===== config.mk =====
export PLATFORM = sky130hd
export DESIGN_NAME = sbus_acc_cpu
export DESIGN_NICKNAME = d
export VERILOG_FILES = /design/src/rtl/sbus_pkg.sv /design/src/rtl/sbus_ctrl.sv /design/src/rtl/sbus_datapath.sv /design/src/rtl/sbus_acc_cpu.sv
export SDC_FILE = /design/constraint.sdc
export NUM_CORES = 1
export LEC_CHECK = 0
export ABC_AREA = 1
export BUFFER_PORTS_ARGS = -buffer_cell sky130_fd_sc_hd__clkbuf_2
export CORE_MARGIN = 1.5
export CORE_UTILIZATION = 55
export CTS_CLUSTER_SIZE = 10
export DETAILED_ROUTE_END_ITERATION = 12
export PLACE_DENSITY_LB_ADDON = 0.25
export SKIP_CTS_REPAIR_TIMING = 1
export SYNTH_ARGS = -nofsm -noshare
export SYNTH_HDL_FRONTEND = slang
export SYNTH_SLANG_ARGS = --single-unit

===== constraint.sdc =====
create_clock -name clk -period 2.02 [get_ports clk]
set_input_delay 0.303 -clock clk [delete_from_list [all_inputs] [get_ports clk]]
set_output_delay 0.303 -clock clk [all_outputs]
set_load 0.03 [all_outputs]

===== src/rtl/sbus_pkg.sv =====
package sbus_pkg;

    localparam int OPC_W = 4;

    typedef enum logic [OPC_W-1:0] {
        OP_HALT  = 4'h0,
        OP_LOAD  = 4'h1,
        OP_STORE = 4'h2,
        OP_ADD   = 4'h3,
        OP_JUMP  = 4'h4
    } opcode_e;

    typedef enum logic [4:0] {
        S_FETCH_A,
        S_FETCH_R,
        S_FETCH_L,
        S_LOAD_IR,
        S_DECODE,
        S_WORD_A,
        S_WORD_R,
        S_WORD_L,
        S_WORD_PUT,
        S_DATA_A,
        S_DATA_R,
        S_DATA_L,
        S_DATA_PUT,
        S_EXEC,
        S_STORE_A,
        S_STORE_W,
        S_HALT
    } st_e;

    function automatic logic op_known(logic [OPC_W-1:0] op);
        logic k;
        case (op)
            OP_LOAD, OP_STORE, OP_ADD, OP_JUMP: k = 1'b1;
            default:                            k = 1'b0;
        endcase
        return k;
    endfunction

    function automatic logic is_read_state(st_e s);
        return (s == S_FETCH_R) || (s == S_WORD_R) || (s == S_DATA_R);
    endfunction

endpackage


===== src/rtl/sbus_ctrl.sv =====
module sbus_ctrl
    import sbus_pkg::*;
(
    input  logic             clk,
    input  logic             rst,
    input  logic [OPC_W-1:0] ir_op,
    output st_e              st,
    output logic             step
);

    st_e  st_n;
    logic step_n;

    always_ff @(posedge clk) begin
        if (rst) begin
            st   <= S_FETCH_A;
            step <= 1'b0;
        end else begin
            st   <= st_n;
            step <= step_n;
        end
    end

    always_comb begin
        st_n   = st;
        step_n = step;
        case (st)
            S_FETCH_A: st_n = S_FETCH_R;
            S_FETCH_R: st_n = S_FETCH_L;
            S_FETCH_L: st_n = S_LOAD_IR;
            S_LOAD_IR: st_n = S_DECODE;
            S_DECODE: begin
                step_n = 1'b0;
                st_n   = op_known(ir_op) ? S_WORD_A : S_HALT;
            end
            S_WORD_A: st_n = S_WORD_R;
            S_WORD_R: st_n = S_WORD_L;
            S_WORD_L: st_n = S_WORD_PUT;
            S_WORD_PUT: begin
                if (ir_op == OP_ADD && !step) begin
                    step_n = 1'b1;
                    st_n   = S_WORD_A;
                end else begin
                    step_n = 1'b0;
                    case (ir_op)
                        OP_LOAD, OP_ADD: st_n = S_DATA_A;
                        OP_STORE:        st_n = S_STORE_A;
                        default:         st_n = S_EXEC;
                    endcase
                end
            end
            S_DATA_A: st_n = S_DATA_R;
            S_DATA_R: st_n = S_DATA_L;
            S_DATA_L: st_n = S_DATA_PUT;
            S_DATA_PUT: begin
                if (ir_op == OP_ADD && !step) begin
                    step_n = 1'b1;
                    st_n   = S_DATA_A;
                end else begin
                    st_n = S_EXEC;
                end
            end
            S_EXEC:    st_n = (ir_op == OP_ADD) ? S_STORE_A : S_FETCH_A;
            S_STORE_A: st_n = S_STORE_W;
            S_STORE_W: st_n = S_FETCH_A;
            default:   st_n = S_HALT;
        endcase
    end

    // a decoded undefined opcode never leads to further instruction fetch
    a_r6_decode_exit: assert property (@(posedge clk) disable iff (rst)
        (st == S_DECODE && !op_known(ir_op)) |=> (st == S_HALT));

endmodule


===== src/rtl/sbus_datapath.sv =====
module sbus_datapath
    import sbus_pkg::*;
#(
    parameter int DW = 16,
    parameter int AW = 8
) (
    input  logic             clk,
    input  logic             rst,
    input  st_e              st,
    input  logic             step,
    input  logic [DW-1:0]    mem_rdata,
    output logic [AW-1:0]    mem_addr,
    output logic [DW-1:0]    mem_wdata,
    output logic [OPC_W-1:0] ir_op
);

    logic [AW-1:0]    pc_q, mar_q, addr_a_q, addr_b_q;
    logic [DW-1:0]    mdr_q, acc_q, tmp_q;
    logic [OPC_W-1:0] ir_q;

    always_ff @(posedge clk) begin
        if (rst) begin
            pc_q     <= '0;
            mar_q    <= '0;
            addr_a_q <= '0;
            addr_b_q <= '0;
            mdr_q    <= '0;
            acc_q    <= '0;
            tmp_q    <= '0;
            ir_q     <= '0;
        end else begin
            case (st)
                S_FETCH_A, S_WORD_A: begin
                    mar_q <= pc_q;
                    pc_q  <= pc_q + 1'b1;
                end
                S_FETCH_L, S_WORD_L, S_DATA_L: mdr_q <= mem_rdata;
                S_LOAD_IR: ir_q <= mdr_q[DW-1 -: OPC_W];
                S_WORD_PUT: begin
                    if (step) addr_b_q <= mdr_q[AW-1:0];
                    else      addr_a_q <= mdr_q[AW-1:0];
                end
                S_DATA_A: mar_q <= step ? addr_b_q : addr_a_q;
                S_DATA_PUT: begin
                    if (ir_q == OP_ADD && !step) tmp_q <= mdr_q;
                end
                S_EXEC: begin
                    case (ir_q)
                        OP_LOAD: acc_q <= mdr_q;
                        OP_ADD:  mdr_q <= tmp_q + mdr_q;
                        OP_JUMP: pc_q  <= addr_a_q;
                        default: ;
                    endcase
                end
                S_STORE_A: begin
                    mar_q <= addr_a_q;
                    if (ir_q == OP_STORE) mdr_q <= acc_q;
                end
                default: ;
            endcase
        end
    end

    assign mem_addr  = mar_q;
    assign mem_wdata = mdr_q;
    assign ir_op     = ir_q;

    // the instruction read uses the old PC and the PC moves on by one
    a_r2_pc_advance: assert property (@(posedge clk) disable iff (rst)
        (st == S_FETCH_R) |-> (mem_addr == $past(pc_q)) && (pc_q == AW'($past(pc_q) + 1'b1)));

    // a STORE puts the accumulator on the write data lines
    a_r3_store_data: assert property (@(posedge clk) disable iff (rst)
        (st == S_STORE_W && ir_q == OP_STORE) |-> (mem_wdata == acc_q));

    // every write lands on the first operand address
    a_r4_write_target: assert property (@(posedge clk) disable iff (rst)
        (st == S_STORE_W) |-> (mem_addr == addr_a_q));

endmodule


===== src/rtl/sbus_acc_cpu.sv =====
module sbus_acc_cpu
    import sbus_pkg::*;
#(
    parameter int DW = 16,
    parameter int AW = 8
) (
    input  logic          clk,
    input  logic          rst,
    output logic [AW-1:0] mem_addr,
    output logic [DW-1:0] mem_wdata,
    input  logic [DW-1:0] mem_rdata,
    output logic          mem_rd,
    output logic          mem_wr,
    output logic          halted
);

    st_e              st;
    logic             step;
    logic [OPC_W-1:0] ir_op;

    sbus_ctrl u_ctrl (
        .clk   (clk),
        .rst   (rst),
        .ir_op (ir_op),
        .st    (st),
        .step  (step)
    );

    sbus_datapath #(.DW(DW), .AW(AW)) u_dp (
        .clk       (clk),
        .rst       (rst),
        .st        (st),
        .step      (step),
        .mem_rdata (mem_rdata),
        .mem_addr  (mem_addr),
        .mem_wdata (mem_wdata),
        .ir_op     (ir_op)
    );

    assign mem_rd = is_read_state(st);
    assign mem_wr = (st == S_STORE_W);
    assign halted = (st == S_HALT);

    // one access at a time on the shared bus
    a_r7_one_strobe: assert property (@(posedge clk) disable iff (rst)
        !(mem_rd && mem_wr));

    // a read is followed by a quiet cycle while data returns
    a_r7_read_gap: assert property (@(posedge clk) disable iff (rst)
        mem_rd |=> !mem_rd && !mem_wr);

    // a write occupies a single cycle
    a_r8_single_write: assert property (@(posedge clk) disable iff (rst)
        mem_wr |=> !mem_wr);

    // halt is sticky and silences the bus
    a_r6_halt_sticky: assert property (@(posedge clk) disable iff (rst)
        halted |=> halted && !mem_rd && !mem_wr);

endmodule


== Yosys cells after proc, flatten, opt, wreduce, memory -nomap -nowiden ==
Cells that the tools add are included.
Word-level totals
  register bits: 90
  bits of input ports: 18
  output and inout bits: 27
Cells by class
  add/sub/neg operators: 2
  eq/ne operators: 24
  mux-type cells: 18
  bitwise operators: 1
  reduce and logical (&&, ||, !) cells: 20
Operator list (number)
  $pmux W5 S16: 1
  $pmux W16 S3: 1
  $eq A5 B4 Y1 const B: 8
  $mux W16: 2
  $pmux W8 S3: 1
  $eq A5 B3 Y1 const B: 4
  $add A16 B16 Y16: 1
  $mux W8: 2
  $pmux W8 S2: 1
  $reduce_and A2 Y1: 6
  $eq A5 B2 Y1 const B: 2
  $mux W5: 2
  $reduce_bool A3 Y1: 3
  $add A8 B1 Y8 const B: 1
  $eq A4 B2 Y1 const B: 2
  $ne A2 B1 Y1 const B: 4
  $pmux W3 S2: 1
  $eq A5 B1 Y1 const B: 1
  $eq A5 B5 Y1 const B: 1
  $logic_not A5 Y1: 1
  $eq A4 B1 Y1 const B: 1
  $eq A4 B3 Y1 const B: 1
  $mux W1: 4
  $mux W4: 1
  11 further kinds: 13

== Longest topological paths before layout ==
Gate-level depths: netlist of run 1.
  depth after elaboration: 6
  mapped depth: 12

== Cells and area by module ==
Synthesis of run 1 repeated with hierarchy kept, for this count alone.
Unflattened totals
  cells, all modules: 817
  area, all modules: 5317.6 sq um
Modules (own cells, without submodules)
  sbus_datapath: times used 1, cells each 714, area an instance 4747.1 sq um
  sbus_ctrl: times used 1, cells each 85, area an instance 491.7 sq um
  sbus_acc_cpu: times used 1, cells each 18, area an instance 78.8 sq um

== Worst setup path before layout of run 1 ==
No wires, ideal clock.
  kind: register -> output
  from: register u_ctrl.st[2]
  to: output port mem_rd
  data arrival time: 1702 ps
  path slack: 15 ps
  cell stages (with the launch flop): 5
  buffers on the path: 0
  cells stage by stage: dfxtp_1 > inv_1 > nand2_2 > nand2_1 > o41ai_1
Between the ends
  cells in the longest elaborated chain, start to end: 3
Ends and longest elaborated chain
  start, declared: line sbus_ctrl.sv:7  | output st_e st,
  start signal, assigned: line sbus_ctrl.sv:19  | st <= st_n;
  $eq A5 B1 Y1 / $eq A5 B3 Y1 (equally long branches): line sbus_pkg.sv:43  | return (s == S_FETCH_R) || (s == S_WORD_R) || (s == S_DATA_R);
  $logic_or A1 B1 Y1: line sbus_pkg.sv:43
  $logic_or A1 B1 Y1 *: line sbus_pkg.sv:43
  end, declared: line sbus_acc_cpu.sv:12  | output logic mem_rd,
Every way passes the cells marked *; elsewhere a longest branch is shown, timed or not.

== Worst setup path in the final report of run 1 ==
Ends and elaborated chain as after synthesis.

==> results.sh, run 1 <==
export IMPL_status="finished, final reports clean"
export IMPL_reg2reg_slack_ns=0.15
export IMPL_cts_sinks=90
export IMPL_insertion_delay_ns=0.37
export IMPL_grt_total_usage_pct=30.4
export IMPL_maxSlewViolCount=0
export IMPL_die_area_um2=9680
export IMPL_grt_overflow=0
export IMPL_core_um2=8760
export IMPL_crit_arrival_ns=1.60
export IMPL_ir_worst_vdd_mv=0.464
export IMPL_portBuffers=44
export IMPL_multi_input_area_um2=2760
export IMPL_yosysMostFrequentCell="nand2_1"
export IMPL_synthMuxAreaShare_pct=0
export IMPL_synth_area_um2=5000
export IMPL_whs_endpoint="u_ctrl.st[2]"
export IMPL_reg2regPathDepth=10
export IMPL_synthSimpleGateAreaFrac_pct=28.5
export IMPL_avgRoutedWirePerCell_um=15.2
export IMPL_wl_met2_mm=6.59
export IMPL_final_area_um2=5620
export IMPL_drt_iter0_drc=306
export IMPL_antenna_found_initial=0
export IMPL_layout_setup_ws_ns=0.115
export IMPL_via_per_inst=5.65
export IMPL_timing_rr_end="u_dp.mem_wdata[13]"
export IMPL_synthXorXnorAreaFrac_pct=0.700
export IMPL_critPathLaunchType="flop"
export IMPL_grt_pass1_vias=4973
export IMPL_ys_ff_latch=90
export IMPL_drtPass1Iterations=6
export IMPL_holdCritStartpoint="rst"
export IMPL_avgSynthCellArea_um2=6.64
export IMPL_end_kind="output pin"
export IMPL_ant_nets=0
export IMPL_grt_pass1_wl_mm=23.6
export IMPL_rsz0062_at_grt="true"
export IMPL_clockRootBuffer="clkbuf_8"
export IMPL_yosysTopAreaCell="dfxtp_1"
export IMPL_post_place_ws_ns=0.181
export IMPL_num_fill_cells=809
export IMPL_hold_viol=0
export IMPL_layout_area_seq_um2=1800
export IMPL_postPlaceCellArea_um2=5410
export IMPL_crit_fanout=6
export IMPL_yosysUniqueCellTypes=40
export IMPL_htreeDepth=3
export IMPL_fp_dieH_um=98.4
export IMPL_wirelength_mm=14.0
export IMPL_synth_adder_area_share_pct=4.40
export IMPL_leakage_nw=2.70
export IMPL_powerDensity_nw_per_um2=731
export IMPL_numCtsBuffers=9
export IMPL_rows=34
export IMPL_antenna_cells=0
export IMPL_r2r_start="u_ctrl.st[4]"
export IMPL_met3_length_um=993
export IMPL_grt_max_degree=52
export IMPL_clk_pin_slew_worst_paths_ns=0.09
export IMPL_clock_skew_ns=0.0137
export IMPL_synth_fp_nets=788
export IMPL_post_route_drc_count=0
export IMPL_hold_path_class="in2reg"
export IMPL_synth_commonest_cells="nand2_1 (149), nor2_1 (112), o21ai_0 (102)"
export IMPL_synth_edf_count=0
export IMPL_min_period_over_period_pct=94.3
export IMPL_drive_gt1_share_pct=14.7
export IMPL_max_freq_ghz=0.525
export IMPL_crit_type="reg2out"
export IMPL_vias=5192
export IMPL_initial_core_util_pct=57.1
export IMPL_top_layer_used="met4"
export IMPL_synth_seq_area_share_pct=36.0
export IMPL_ios=45
export IMPL_areaGrowthSynthToFinish_pct=12.3
export IMPL_finalNetCount=841
export IMPL_synth_area_leaders="dfxtp_1 (36%), nand2_1 (11%), o21ai_0 (10%)"
export IMPL_tightest_slew_ns=0.548
export IMPL_synth_top_family_by_area="simple AND/OR/NAND/NOR gates"
export IMPL_gp_congestion=0.967
export IMPL_relSlewSlack_pct=63.3
export IMPL_synthArstFlopShare_pct=0
export IMPL_maxCapViolCount=0
export IMPL_syn_inst=753
export IMPL_min_path_cells=2
export IMPL_synthFlopType="dfxtp_1"
export IMPL_synth_compound_area_share_pct=21.2
export IMPL_tritoncts="done"
export IMPL_yosys_warnings=0
export IMPL_timing_final_crit_period_ns=1.90
export IMPL_m1WireLength_mm=5.85
export IMPL_synthDominantCellAreaShare_pct=36.0
export IMPL_die_x_um=98.4
export IMPL_cp_required_ns=1.72
export IMPL_dp_hpwl_mm=10.3
export IMPL_finalSetupViolCount=0
export IMPL_clk_path_buf_depth=2
[power by group]
group | switching (mW) | internal (mW)
clock | 0.701 | 0.492
combinational | 0.617 | 0.294
sequential | 0.112 | 1.89
total | 1.43 | 2.68
[kinds of logic (layout without fill, tap and decap cells)]
family / after synthesis / after routing
AND/OR/NAND/NOR: 328 / 328
flip-flops: 90 / 90
buffers and inverters: 115 / 173
XOR/XNOR: 4 / 4
AO/OA/AOI/OAI: 199 / 199
adder cells (fa/ha/maj): 17 / 17
[critical path, cell delays in order (launching register included)]
cell and delay [ns]:
dfxtp_2 0.41, inv_1 0.11, nand2_2 0.12, nand2_1 0.10, o41ai_1 0.27, buf_4 0.22
[metrics by stage]
step / hold WS, ns / power, mW / setup TNS [ns] / util, % / cells
after floorplan: 0.372 / 2.66 / 0 / - / 753
after global placement: 0.435 / 2.92 / 0 / 61.7 / 902
after detailed placement: 0.439 / 2.94 / 0 / 61.7 / 902
after CTS: 0.223 / 4.11 / -0.0233 / 63.8 / 918
after global routing: 0.244 / 4.32 / -0.00924 / 64.1 / 919
final: 0.260 / 4.11 / 0 / 64.1 / 919
[sequential cells by signal, summed over array words and instances, names as in the netlist]
register	cells
u_dp.acc_q	16
u_dp.mem_wdata	16
u_dp.tmp_q	16
u_dp.addr_a_q	8
u_dp.addr_b_q	8
u_dp.mem_addr	8
u_dp.pc_q	8
u_ctrl.st	5
u_dp.ir_op	4
u_ctrl.step	1
[how the worst max path moves through the flow]
stage	cells past startpoint	endpoint	start	slack [ns]
floorplan	4	mem_rd	u_ctrl.st[2]	0.01
detailed placement	7	u_dp.mem_wdata[7]	u_ctrl.st[4]	0.18
global placement	11	u_dp.mem_wdata[8]	u_dp.mem_wdata[0]	0.27
CTS	5	mem_rd	u_ctrl.st[2]	-0.02
global route	9	u_dp.mem_wdata[7]	u_ctrl.st[0]	-0.009
finish	5	mem_rd	u_ctrl.st[2]	0.12
[cell type report]
class,instances,share of cell area [%]
clock buffer,10,2.45
timing repair buffer,66,7.12
inverter,91,6.08
multi-input combinational,548,49.0
tap,108,2.40
sequential,90,32.1
clock inverter,6,0.824
[layout by cell type, fill, tap and decap left out, types with 10 or more instances in the layout]
master | synthesis | final
a21oi_1 | 60 | 60
dfxtp_1 | 90 | 88
clkbuf_8 | 0 | 10
nor2_1 | 112 | 112
nand2_1 | 149 | 147
inv_1 | 80 | 79
nand3_1 | 30 | 30
buf_4 | 5 | 22
clkbuf_2 | 0 | 43
o21ai_0 | 102 | 102
ha_1 | 16 | 16
inv_2 | 10 | 11
[metal layers]
| metal | vias up | GRT usage, % |
|---|---|---|
| li1 | 2572 | - |
| met1 | 2364 | 37.6 |
| met2 | 207 | 51.2 |
| met3 | 49 | 5.01 |
| met4 | 0 | 15.5 |
| met5 | - | 0 |
(Power assumes the default switching activity.)
==> run 2: changes to the inputs <==
--- a/config.mk
+++ b/config.mk
@@ -6,9 +6,9 @@
 export NUM_CORES = 1
 export LEC_CHECK = 0
 export ABC_AREA = 1
-export BUFFER_PORTS_ARGS = -buffer_cell sky130_fd_sc_hd__clkbuf_2
+export BUFFER_PORTS_ARGS = -buffer_cell sky130_fd_sc_hd__buf_4
 export CORE_MARGIN = 1.5
-export CORE_UTILIZATION = 55
+export CORE_UTILIZATION = 60
 export CTS_CLUSTER_SIZE = 10
 export DETAILED_ROUTE_END_ITERATION = 12
 export PLACE_DENSITY_LB_ADDON = 0.25
==> constraint.sdc (replaced) <==
create_clock -name clk -period 2.35 [get_ports clk]
set_input_delay 0.3525 -clock clk [delete_from_list [all_inputs] [get_ports clk]]
set_output_delay 0.3525 -clock clk [all_outputs]
set_load 0.03 [all_outputs]
==> results.sh, run 2 (synthesis gave the netlist of run 1 again) <==
export IMPL_seqPwrFrac_pct=49.1
export IMPL_grt_pass1_wl_mm=21.7
export IMPL_crit_fanout=19
export IMPL_portBuffers=44
export IMPL_status="finished, final reports clean"
export IMPL_ant_nets=0
export IMPL_layout_common_cells="nand2_1 (149), nor2_1 (112), o21ai_0 (102)"
export IMPL_maxCapViolCount=0
export IMPL_die_area_um2=8900
export IMPL_antenna_found_initial=0
export IMPL_clk_pin_slew_worst_paths_ns=0.10
export IMPL_timing_final_crit_period_ns=2.09
export IMPL_cts_sinks=90
export IMPL_finalSetupViolCount=0
export IMPL_areaGrowthSynthToFinish_pct=12.2
export IMPL_power_mw=3.55
export IMPL_wirelength_mm=13.2
export IMPL_end_kind="flop"
export IMPL_setup_tns_ns=0
export IMPL_reg2reg_slack_ns=0.26
export IMPL_leakage_nw=2.66
export IMPL_crit_arrival_ns=2.33
export IMPL_gp_congestion=0.926
export IMPL_htreeDepth=3
export IMPL_vias=5072
export IMPL_grt_total_usage_pct=31.4
export IMPL_relSlewSlack_pct=65.3
export IMPL_final_common_cell="nand2_1"
export IMPL_ir_worst_vdd_mv=0.380
export IMPL_numCtsBuffers=9
export IMPL_tightest_slew_ns=0.518
export IMPL_p_comb_share_pct=22.0
export IMPL_crit_type="reg2reg"
export IMPL_sw_frac_of_total_pct=33.8
export IMPL_netSwitchingPower_mw=1.20
export IMPL_post_route_drc_count=0
export IMPL_hold_path_class="in2reg"
export IMPL_insertion_delay_ns=0.36
export IMPL_rsz0062_at_grt="false"
export IMPL_rows=33
export IMPL_r2r_start="u_ctrl.st[4]"
export IMPL_internal_power_mw=2.35
export IMPL_avgRoutedWirePerCell_um=14.6
export IMPL_drive_gt1_share_pct=12.8
export IMPL_maxSlewViolCount=0
export IMPL_drtPass1Iterations=5
export IMPL_fp_dieH_um=94.3
export IMPL_grt_overflow=0
export IMPL_core_um2=8130
export IMPL_ios=45
export IMPL_critPathLaunchType="flop"
export IMPL_hold_viol=0
export IMPL_finalNetCount=828
export IMPL_clk_path_buf_depth=2
export IMPL_grt_max_degree=33
export IMPL_clockRootBuffer="clkbuf_8"
export IMPL_reg2regPathDepth=7
export IMPL_max_freq_ghz=0.480
export IMPL_crit_path_end="u_dp.acc_q[1]"
export IMPL_cp_required_ns=2.60
export IMPL_drt_iter0_drc=340
export IMPL_timing_rr_end="u_dp.acc_q[1]"
export IMPL_tritoncts="done"
export IMPL_setup_worst_path_start="u_ctrl.st[4]"
export IMPL_clock_skew_ns=0.0112
export IMPL_clkPwrFrac_pct=29.0
export IMPL_via_per_inst=5.62
export IMPL_antenna_cells=0
export IMPL_dp_hpwl_mm=9.70
export IMPL_initial_core_util_pct=61.5
export IMPL_die_x_um=94.3
export IMPL_grt_pass1_vias=4660
export IMPL_powerDensity_nw_per_um2=633
export IMPL_min_period_over_period_pct=88.7
run 2: cell count changes in the layout (fill, tap and decap cells not counted), sizes merged:
cell | previous run | this run
clkbuf | 53 | 11
buf | 23 | 53
inv | 93 | 91
clkinv | 2 | 3
run 2: cell type report:
type                    instances  area (um^2)
clock buffers                  11          151
well taps                     105          131
multi-input cells             548         2740
fillers                       710         2520
flip-flops and latches         90         1800
repair buffers                 53          410
inverters                      91          342
clock inverters                 5         37.5
run 2: worst min-delay path by stage:
stage              startpoint             end  depth (start not counted)
2_1_floorplan             rst    u_ctrl.st[2]                          1
3_3_place_gp   u_dp.acc_q[14]  u_dp.acc_q[14]                          2
3_5_place_dp   u_dp.acc_q[11]  u_dp.acc_q[11]                          2
4_1_cts                   rst    u_ctrl.st[2]                          2
5_1_grt                   rst    u_ctrl.st[2]                          2
6_report                  rst    u_ctrl.st[2]                          2
run 2: metal layers:
metal	share of wire, %	global-route usage (%)	vias up
met5	0	0	-
met4	3.6	15.7	0
met3	5.0	4.53	34
met2	46	51.7	169
met1	45	39.9	2318
li1	-	-	2551
run 2: power by group through the flow:
| stage | registers (mW) | clock network, mW | logic, mW |
|---|---|---|---|
| 2_1_floorplan | 1.87 | 0 | 0.420 |
| 3_3_place_gp | 1.77 | 0 | 0.762 |
| 3_5_place_dp | 1.78 | 0 | 0.772 |
| 4_1_cts | 1.74 | 1.04 | 0.775 |
| 5_1_grt | 1.76 | 1.11 | 0.866 |
| 6_report | 1.74 | 1.03 | 0.781 |
run 2: worst max-delay path, stage by stage, from the launching register on:
cell and delay, ns:
dfxtp_1 0.38, inv_2 0.17, nand3_4 0.18, nor2_8 0.35
nand2_1 0.36, buf_4 0.29, o21ai_0 0.17, a21oi_1 0.06
run 2: stage by stage:
step | area (um^2) | cells | util (%) | hold WS [ns] | setup WS (ns)
finish | 5610 | 903 | 69.0 | 0.228 | 0.265
global route | 5610 | 903 | 69.0 | 0.212 | 0.0849
CTS | 5610 | 903 | 69.0 | 0.219 | 0.294
detailed placement | 5420 | 887 | 66.7 | 0.446 | 0.308
global placement | 5420 | 887 | 66.7 | 0.432 | 0.396
floorplan | 5000 | 753 | - | 0.422 | 0.295
==> run 3: changes to the inputs <==
--- a/config.mk
+++ b/config.mk
@@ -8,7 +8,7 @@
 export ABC_AREA = 1
 export BUFFER_PORTS_ARGS = -buffer_cell sky130_fd_sc_hd__buf_4
 export CORE_MARGIN = 1.5
-export CORE_UTILIZATION = 60
+export CORE_UTILIZATION = 45
 export CTS_CLUSTER_SIZE = 10
 export DETAILED_ROUTE_END_ITERATION = 12
 export PLACE_DENSITY_LB_ADDON = 0.25
==> results.sh, run 3 (synthesis gave the netlist of run 1 again) <==
export IMPL_status="finished, final reports clean"
export IMPL_fp_dieH_um=108
export IMPL_ir_worst_vdd_mv=0.386
export IMPL_drive_gt1_share_pct=13.3
export IMPL_finalSetupViolCount=0
export IMPL_via_per_inst=5.32
export IMPL_portBuffers=44
export IMPL_insertion_delay_ns=0.38
export IMPL_clk_path_buf_depth=2
export IMPL_antenna_found_initial=0
export IMPL_setup_tns_ns=0
export IMPL_clockRootBuffer="clkbuf_8"
export IMPL_drtPass1Iterations=5
export IMPL_areaGrowthSynthToFinish_pct=14.5
export IMPL_cp_required_ns=2.00
export IMPL_clk_pin_slew_worst_paths_ns=0.09
export IMPL_cp_slowest_cell="dfxtp_1"
export IMPL_crit_arrival_ns=1.79
export IMPL_slowest_delay_ns=0.46
export IMPL_path_cells="inv_1, nand2_2, nand2_1, o41ai_1, buf_4"
export IMPL_final_common_cell="nand2_1"
export IMPL_finalNetCount=835
export IMPL_grt_pass1_vias=4920
export IMPL_crit_type="reg2out"
export IMPL_maxCapViolCount=0
export IMPL_layout_setup_ws_ns=0.208
export IMPL_post_route_drc_count=0
export IMPL_die_x_um=108
export IMPL_grt_max_degree=37
export IMPL_dp_hpwl_mm=10.3
export IMPL_grt_pass1_wl_mm=23.6
export IMPL_initial_core_util_pct=46.2
export IMPL_numCtsBuffers=9
export IMPL_grt_total_usage_pct=25.9
export IMPL_crit_fanout=6
export IMPL_htreeDepth=3
export IMPL_avgRoutedWirePerCell_um=15.0
export IMPL_die_area_um2=11800
export IMPL_timing_final_crit_period_ns=2.14
export IMPL_end_kind="output pin"
export IMPL_num_fill_cells=1107
export IMPL_grt_overflow=0
export IMPL_hold_path_class="in2reg"
export IMPL_worst_path_buf_inv=2
export IMPL_vias=5029
export IMPL_tightest_slew_ns=0.542
export IMPL_critPathLaunchType="flop"
export IMPL_antenna_cells=0
export IMPL_hold_viol=0
export IMPL_drt_iter0_drc=317
export IMPL_gp_congestion=0.913
export IMPL_clock_skew_ns=0.00826
export IMPL_relSlewSlack_pct=63.8
export IMPL_post_place_ws_ns=0.302
export IMPL_cp_top_family="flip-flops"
export IMPL_tritoncts="done"
export IMPL_ant_nets=0
export IMPL_min_period_over_period_pct=91.2
export IMPL_powerDensity_nw_per_um2=656
export IMPL_cts_sinks=90
export IMPL_leakage_nw=2.70
export IMPL_rsz0062_at_grt="false"
export IMPL_core_um2=10800
export IMPL_wirelength_mm=14.2
export IMPL_rows=38
export IMPL_maxSlewViolCount=0
export IMPL_max_freq_ghz=0.467
export IMPL_layout_common_cells="nand2_1 (149), nor2_1 (112), o21ai_0 (102)"
export IMPL_ios=45
run 3: area by class of cell:
class	count	area, um^2	area share, %
clock buffers	12	145	2.53
flip-flops and latches	90	1800	31.5
well taps	140	175	3.06
repair buffers	60	450	7.87
clock inverters	4	75.1	1.31
multi-input cells	548	2740	47.8
inverters	91	342	5.96
run 3: stage by stage:
step | instance area [um^2] | power, mW | instances | hold slack, ns | utilization (%)
floorplan | 5000 | 2.29 | 753 | 0.422 | -
global placement | 5510 | 2.56 | 929 | 0.437 | 50.8
detailed placement | 5510 | 2.56 | 929 | 0.441 | 50.8
CTS | 5730 | 3.77 | 945 | 0.204 | 52.8
global route | 5730 | 3.94 | 945 | 0.209 | 52.8
finish | 5730 | 3.76 | 945 | 0.217 | 52.8
run 3: final timing paths:
path	start	end	slack, ns	cells past startpoint
min reg2reg	u_dp.acc_q[14]	u_dp.acc_q[14]	0.45	2
max	u_ctrl.st[2]	mem_rd	0.21	5
max reg2reg	u_ctrl.st[4]	u_dp.mem_wdata[12]	0.27	9
min	rst	u_ctrl.step	0.22	2
run 3: power by group:
| part | total, mW | internal, mW | switching [mW] |
|---|---|---|---|
| combinational | 0.810 | 0.286 | 0.524 |
| clock | 1.21 | 0.629 | 0.585 |
| sequential | 1.73 | 1.63 | 0.104 |
| total | 3.76 | 2.54 | 1.21 |
run 3: per-layer routing:
| layer | wire [um] | track usage, % |
|---|---|---|
| met1 | 6560 | 33.3 |
| met2 | 6710 | 43.4 |
| met3 | 570 | 3.13 |
| met4 | 374 | 11.9 |
| met5 | 0 | 0 |
